### config.mk
export PLATFORM = sky130hd
export DESIGN_NAME = sysopt_ctrl
export DESIGN_NICKNAME = d
export VERILOG_FILES = /design/src/rtl/sysopt_pkg.sv /design/src/rtl/sysopt_regfile.sv /design/src/rtl/sysopt_irq_cond.sv /design/src/rtl/sysopt_wake_seq.sv /design/src/rtl/sysopt_ctrl.sv
export SDC_FILE = /design/constraint.sdc
export NUM_CORES = 1
export LEC_CHECK = 0
export BUFFER_PORTS_ARGS = -buffer_cell sky130_fd_sc_hd__buf_4
export CAP_MARGIN = 10
export CORE_UTILIZATION = 51
export CTS_BUF_LIST = sky130_fd_sc_hd__clkbuf_8
export CTS_CLUSTER_DIAMETER = 150
export DETAILED_ROUTE_END_ITERATION = 16
export PLACE_DENSITY = 0.77
export SLEW_MARGIN = 10
export SYNTH_ARGS = -nofsm -noshare
export SYNTH_HDL_FRONTEND = slang
export SYNTH_HIERARCHICAL = 1
export SYNTH_SLANG_ARGS = --single-unit
### constraint.sdc
create_clock -name clk -period 1.91 [get_ports clk]
set_clock_uncertainty 0.2 [all_clocks]
set_input_delay 0.0955 -clock clk [delete_from_list [all_inputs] [get_ports clk]]
set_output_delay 0.0955 -clock clk [all_outputs]
set_load 0.01 [all_outputs]
### src/rtl/sysopt_pkg.sv
`timescale 1ns/1ps
package sysopt_pkg;
  localparam int unsigned REG_W = 8;
  localparam int unsigned B_CSRC = 7;
  localparam int unsigned B_IRQE = 5;
  localparam int unsigned B_WDLY = 4;
  localparam int unsigned B_CMON = 3;
  localparam logic [REG_W-1:0] FREE_MASK = 8'h88;
  localparam logic [REG_W-1:0] LOCK_MASK = 8'h33;
  localparam logic [REG_W-1:0] RST_VAL   = 8'h10;

  typedef enum logic [1:0] {WS_RUN, WS_STOP, WS_WAIT} wake_st_e;
endpackage

### src/rtl/sysopt_regfile.sv
`timescale 1ns/1ps
module sysopt_regfile
  import sysopt_pkg::*;
#(
  parameter int unsigned WIN_CYC = 64
) (
  input  logic             clk,
  input  logic             rst,
  input  logic             wr,
  input  logic [REG_W-1:0] wdata,
  output logic [REG_W-1:0] reg_q
);
  localparam int unsigned WIN_W = $clog2(WIN_CYC + 1);
  localparam logic [WIN_W-1:0] WIN_LIM = WIN_W'(WIN_CYC);

  logic [WIN_W-1:0] win_cnt;
  logic             win_used;
  logic             win_open;
  logic [REG_W-1:0] wmask;

  // Protected fields open only to the first write inside the window.
  assign win_open = (win_cnt < WIN_LIM) && !win_used;
  assign wmask    = FREE_MASK | (win_open ? LOCK_MASK : '0);

  always_ff @(posedge clk) begin
    if (rst) begin
      reg_q    <= RST_VAL;
      win_cnt  <= '0;
      win_used <= 1'b0;
    end else begin
      if (win_cnt < WIN_LIM) win_cnt <= win_cnt + 1'b1;
      if (wr) begin
        reg_q <= (reg_q & ~wmask) | (wdata & wmask);
        if (win_open) win_used <= 1'b1;
      end
    end
  end
endmodule

### src/rtl/sysopt_irq_cond.sv
`timescale 1ns/1ps
module sysopt_irq_cond (
  input  logic clk,
  input  logic rst,
  input  logic edge_mode,
  input  logic pin_n,
  input  logic ack,
  output logic req
);
  logic pin_d;
  logic lvl_q;
  logic pend_q;
  logic fall;

  assign fall = pin_d & ~pin_n;

  always_ff @(posedge clk) begin
    if (rst) begin
      pin_d  <= 1'b1;
      lvl_q  <= 1'b0;
      pend_q <= 1'b0;
    end else begin
      pin_d  <= pin_n;
      lvl_q  <= ~pin_n;
      // A new fall wins over an acknowledge on the same edge.
      pend_q <= edge_mode & (fall | (pend_q & ~ack));
    end
  end

  assign req = edge_mode ? pend_q : lvl_q;
endmodule

### src/rtl/sysopt_wake_seq.sv
`timescale 1ns/1ps
module sysopt_wake_seq
  import sysopt_pkg::*;
#(
  parameter int unsigned DLY_CYC = 4064
) (
  input  logic clk,
  input  logic rst,
  input  logic dly_en,
  input  logic stop_req,
  input  logic wake_evt,
  output logic run_ok
);
  localparam int unsigned CNT_W = (DLY_CYC > 1) ? $clog2(DLY_CYC) : 1;
  localparam logic [CNT_W-1:0] CNT_LOAD = CNT_W'(DLY_CYC - 1);

  wake_st_e         st;
  logic [CNT_W-1:0] cnt;

  always_ff @(posedge clk) begin
    if (rst) begin
      st     <= WS_RUN;
      cnt    <= '0;
      run_ok <= 1'b1;
    end else begin
      unique case (st)
        WS_RUN: begin
          if (stop_req) begin
            st     <= WS_STOP;
            run_ok <= 1'b0;
          end
        end
        WS_STOP: begin
          if (wake_evt) begin
            if (dly_en) begin
              st  <= WS_WAIT;
              cnt <= CNT_LOAD;
            end else begin
              st     <= WS_RUN;
              run_ok <= 1'b1;
            end
          end
        end
        WS_WAIT: begin
          if (cnt == '0) begin
            st     <= WS_RUN;
            run_ok <= 1'b1;
          end else begin
            cnt <= cnt - 1'b1;
          end
        end
        default: begin
          st     <= WS_RUN;
          run_ok <= 1'b1;
        end
      endcase
    end
  end
endmodule

### src/rtl/sysopt_ctrl.sv
`timescale 1ns/1ps
module sysopt_ctrl
  import sysopt_pkg::*;
#(
  parameter int unsigned WIN_CYC = 64,
  parameter int unsigned DLY_CYC = 4064
) (
  input  logic       clk,
  input  logic       rst,
  input  logic       bus_wr,
  input  logic [7:0] bus_wdata,
  output logic [7:0] bus_rdata,
  input  logic       irq_n_pin,
  input  logic       irq_ack,
  input  logic       stop_req,
  input  logic       wake_evt,
  output logic       run_ok,
  output logic       irq_req,
  output logic       clkmon_en,
  output logic       clk_src_sel,
  output logic [1:0] tmr_rate
);
  logic [REG_W-1:0] opt_q;

  sysopt_regfile #(.WIN_CYC(WIN_CYC)) u_regs (
    .clk   (clk),
    .rst   (rst),
    .wr    (bus_wr),
    .wdata (bus_wdata),
    .reg_q (opt_q)
  );

  sysopt_irq_cond u_irq (
    .clk       (clk),
    .rst       (rst),
    .edge_mode (opt_q[B_IRQE]),
    .pin_n     (irq_n_pin),
    .ack       (irq_ack),
    .req       (irq_req)
  );

  sysopt_wake_seq #(.DLY_CYC(DLY_CYC)) u_wake (
    .clk      (clk),
    .rst      (rst),
    .dly_en   (opt_q[B_WDLY]),
    .stop_req (stop_req),
    .wake_evt (wake_evt),
    .run_ok   (run_ok)
  );

  assign bus_rdata   = opt_q;
  assign clkmon_en   = opt_q[B_CMON];
  assign clk_src_sel = opt_q[B_CSRC];
  assign tmr_rate    = opt_q[1:0];
endmodule

* Yosys cells after proc, flatten, opt, wreduce, memory -nomap -nowiden
Cells that the tools add are included.
Word-level totals: flip-flop bits (word level) 34, bits of input ports 15, output and inout port bits 14, word-level logic and storage cells 55
Cells by class: add/sub/neg operators 2, order comparisons 1, equal/unequal tests 8, muxes and demuxes 16, bitwise logic cells 10, reductions and logical operators 9
Operator list (number):
- $mux W12 | 3
- $pmux W12 S2 | 1
- $and A8 B8 Y8 | 2
- $logic_not A12 Y1 | 1
- $sub A12 B1 Y12 const B | 1
- $ne A2 B2 Y1 const B | 5
- $mux W2 | 4
- $not A8 Y8 | 1
- $or A8 B8 Y8 | 1
- $reduce_and A4 Y1 | 2
- $add A7 B1 Y7 const B | 1
- $lt A7 B7 Y1 const B | 1
- $mux W6 | 1
- $pmux W2 S3 | 1
- $mux W1 | 5
- $and A1 B1 Y1 | 3
- $pmux W1 S3 | 1
- $reduce_and A3 Y1 | 1
- $eq A2 B1 Y1 const B | 1
- $eq A2 B2 Y1 const B | 1
- $logic_not A2 Y1 | 1
- $ne A2 B1 Y1 const B | 1
- $not A1 Y1 | 2
- $reduce_and A2 Y1 | 1
- 4 further kinds | 4

* Longest topological paths before layout
depth in word-level cells 6, gate-level depth with buffers 6, gate-level depth less buffers 6

* Hierarchy
Netlist, hierarchy kept.
Modules (own cells, without submodules):
- sysopt_wake_seq | instances 1, cells an instance 93, area each 803.3 µm², seq. area each 300.3 µm²
- sysopt_regfile | instances 1, cells an instance 56, area each 583.1 µm², seq. area each 280.3 µm²
- sysopt_irq_cond | instances 1, cells an instance 10, area each 106.4 µm², seq. area each 60.1 µm²
- sysopt_ctrl | instances 1, cells an instance 4, area each 30.0 µm², seq. area each 0.0 µm²

* Worst setup path after synthesis
No wires, ideal clock.
kind register -> register, start point reg u_wake.st[0], end point reg u_wake.cnt[5], setup time 0.079 ns, arrival time 1.749 ns, required time 1.631 ns, path slack -0.118 ns, stages on the path, launching flop included 5, path buffers 0, clock period less this slack 2.028 ns, path through dfxtp_1 -> or4b_4 -> or2_4 -> or4_4 -> a211oi_2
On the way: cells in the longest elaborated chain, start to end 3, elaborated cells between the ends (all ways) 8, those cells by class 5 x eq/ne; 1 x mux; 2 x reduce/logical
Ends and longest elaborated chain:
- from (decl) | line sysopt_wake_seq.sv:17 | wake_st_e st;
- from (signal assigned) | line sysopt_wake_seq.sv:22 | st <= WS_RUN;
- from (signal assigned) | line sysopt_wake_seq.sv:29 | st <= WS_STOP;
- from (signal assigned) | line sysopt_wake_seq.sv:36 | st <= WS_WAIT;
- $eq A2 B2 Y1 or $eq A2 B1 Y1 (tied branches) | line sysopt_wake_seq.sv:26 | unique case (st)
- $ne A2 B2 Y1 (no source line) or $reduce_bool A2 Y1 (tied branches)
- $reduce_and A4 Y1 (no source line)
- to (signal assigned) | line sysopt_wake_seq.sv:49 | cnt <= cnt - 1'b1;
- to (decl) | line sysopt_wake_seq.sv:18 | logic [CNT_W-1:0] cnt;
Several ways; a longest one is shown, not always the timed one. A chain may end at the register's enable or synchronous reset.

* Worst setup path in the final report
start point reg u_wake.cnt[1], end point reg u_wake.cnt[7]
On the way: cells in the longest elaborated chain, start to end 3, elaborated cells between the ends (all ways) 6, those cells by class 1 x add/sub; 1 x eq/ne; 2 x mux; 2 x reduce/logical
Ends and longest elaborated chain (line):
- $sub A12 B1 Y12 or $logic_not A12 Y1 (tied branches) | sysopt_wake_seq.sv:49, sysopt_wake_seq.sv:45
- $mux W12 or $ne A2 B2 Y1 (tied branches)
- $pmux W12 S2 or $reduce_and A4 Y1 (tied branches)
Several ways; a longest one is shown, not always the timed one. The select of a mux whose other input is x is not followed.

==> results.json <==
{
  "outcome": "finished, violations left",
  "violations": "negative hold slack, negative setup slack",
  "grt_overflow_total": 0,
  "critical_path_class": "reg2reg",
  "clock_latency_ns": 0.29,
  "area_delta_synth_final_pct": 38.9,
  "seq_power_share_pct": 41.7,
  "first_pass_iters": 4,
  "fin_setup_tns_ns": -0.133,
  "fin_area_sq_um": 2110,
  "via_per_inst": 5.78,
  "grt_pass1_wl_microns": 6240,
  "wl_per_cell_microns": 15.4,
  "synthFlopType": "dfxtp_1",
  "p_leak_uw": 0.000897,
  "cts_buffers": 5,
  "critPathArrivalTime_ns": 1.99,
  "power_density_nw_per_um2": 857,
  "coreArea_sq_um": 2780,
  "synthArstFlopShare_pct": 0,
  "max-vdd-ir-drop_mv": 0.852,
  "max_freq_ghz": 0.506,
  "synth_edf_count": 0,
  "core.rowCount": 19,
  "antenna_found_initial": 0,
  "crit_fanout": 4,
  "p_int_uw": 1310,
  "detail_route.wirelength_microns": 3800,
  "hp-class": "in2reg",
  "syn_area_per_cell_sq_um": 9.34,
  "syn_area_sq_um": 1520,
  "grt_pass1_vias": 1426,
  "die_w_microns": 56.6,
  "worst_slack_ns": -0.0672,
  "p_comb_share_pct": 22.3,
  "final_cell_mix": "buf_4, dfxtp_1, nor2_1, dlygate4sd3_1, a21oi_1",
  "finalCriticalPeriod_ns": 1.98,
  "synth_seq_cells": 32,
  "ys_types": 46,
  "whs_ns": -0.0652,
  "swShare_pct": 27.7,
  "initial_core_util_pct": 54.7,
  "gp_congestion": 0.872,
  "cpPeakStageDelay_ns": 0.53,
  "netlist.area_leader.share_pct": 42.1,
  "cp-start-kind": "register",
  "hold_viol": 13,
  "use_met1_pct": 27.8,
  "crit_required_ns": 1.92,
  "antenna_left": 0,
  "slowest_stage": "or4b_4",
  "crit_family": "simple AND/OR/NAND/NOR gates",
  "yosysTopAreaCell": "dfxtp_1",
  "dieArea_sq_um": 3210,
  "cts_max_level": 2,
  "grtUsageMet2_pct": 46.2,
  "grt_busiest_layer": "met2",
  "fin_crit_sh_pct": 104,
  "crit_path_cell_trace": "or4b_4 > or2_4 > or4_1 > a31oi_1",
  "synthTopCellsByArea": "dfxtp_1, nor2_1, mux2i_1",
  "nNetsFinal": 233,
  "path_clk_slew_ns": 0.07,
  "setup_viol": 2,
  "p_switching_uw": 502,
  "cts-root-buf": "clkbuf_8",
  "numClockSinks": 32,
  "drt_iter0_markers": 53,
  "diodes": 0,
  "drv_cap": 0,
  "worstSetupEndpointType": "register",
  "grt_max_degree": 20,
  "place_area_sq_um": 1770,
  "port-buffer-count": 24,
  "layout_commonest_cell": "buf_4",
  "rsz0062_at_grt": "true",
  "grt.met3_usage_pct": 6.91,
  "yosys_warnings": 6,
  "layout-drive-gt1-share_pct": 32.9,
  "cts_tree": "yes",
  "grt_usage_pct": 25.8,
  "clock_path_buffers": 2,
  "p_clk_share_pct": 36.0,
  "drc": 0,
  "finalPower_uw": 1810,
  "ioPinCount": 29,
  "ctsHoldBuffers": 16,
  "die_h_microns": 56.6,
  "vias": 1428,
  "slew_violations": 0,
  "cp.buffers_inverters": 0,
  "hpwlAfterDp_microns": 2330,
  "ys_seq_area_share_pct": 42.1,
  "synth_cells": 163
}
## per-stage QoR
step	setup slack (ns)	cells	util (%)
3_5_place_dp	-0.0923	221	63.7
4_1_cts	-0.0790	246	74.2
6_report	-0.0672	247	76.0
3_3_place_gp	-0.0463	221	63.7
2_1_floorplan	-0.0526	164	-
5_1_grt	-0.124	247	76.0
## cell type report
| type | instances | area, sq um |
|---|---|---|
| clock inverters | 3 | 42.5 |
| flip-flops and latches | 32 | 644 |
| well taps | 31 | 38.8 |
| inverters | 7 | 26.3 |
| clock buffers | 5 | 68.8 |
| repair buffers | 55 | 453 |
| multi-input cells | 114 | 841 |
| fillers | 186 | 667 |
## worst paths after layout
check	depth (start not counted)	from	end	slack (ns)
hold / removal	2	rst	u_wake/cnt[11]	-0.07
setup reg to reg	4	u_wake/cnt[1]	u_wake/cnt[7]	-0.07
hold reg to reg	2	u_irq/pin_d	u_irq/pend_q	0.26
setup / recovery	4	u_wake/cnt[1]	u_wake/cnt[7]	-0.07
## repair_timing
action	in CTS	in global routing
pin swaps	2	5
hold endpoints to repair	20	13
buffers inserted	1	1
gates resized for setup	3	11
endpoints found under the setup margin	7	11
## layer usage
layer  wire length [microns]  up-vias
met4                      85        0
met5                       0        -
met1                    1500      694
met3                     152        9
li1                        -      689
met2                    2060       36
## power groups by stage
stage | logic (uW) | registers (uW) | clock network, uW
after global placement | 308 | 762 | 0
after CTS | 359 | 753 | 663
after global routing | 432 | 764 | 695
after floorplan | 188 | 766 | 0
final | 404 | 757 | 653
after detailed placement | 322 | 766 | 0
## logic make-up (layout without fill, tap and decap cells)
group | Yosys count | in the layout | share of synthesized area [%]
muxes | 7 | 7 | 4.93
DFF | 32 | 32 | 42.1
buffers and inverters | 18 | 70 | 6.41
AOI/OAI and AO/OA | 33 | 33 | 14.9
xor gates and xnor gates | 4 | 4 | 2.30
and+or+nand+nor | 65 | 65 | 26.7
other | 1 | 2 | 0.246
adders and majority gates | 3 | 3 | 2.47
## synthesized netlist by cell type (4+ instances only)
| cell type | count |
|---|---|
| mux2i_1 | 6 |
| dfxtp_1 | 32 |
| nand2b_1 | 5 |
| a211oi_1 | 6 |
| nand2_1 | 4 |
| buf_4 | 6 |
| clkbuf_1 | 4 |
| a31oi_1 | 6 |
| nor3_1 | 7 |
| inv_1 | 7 |
| a21oi_1 | 8 |
| nor2_1 | 19 |
Power figures use the tool's default switching activity.
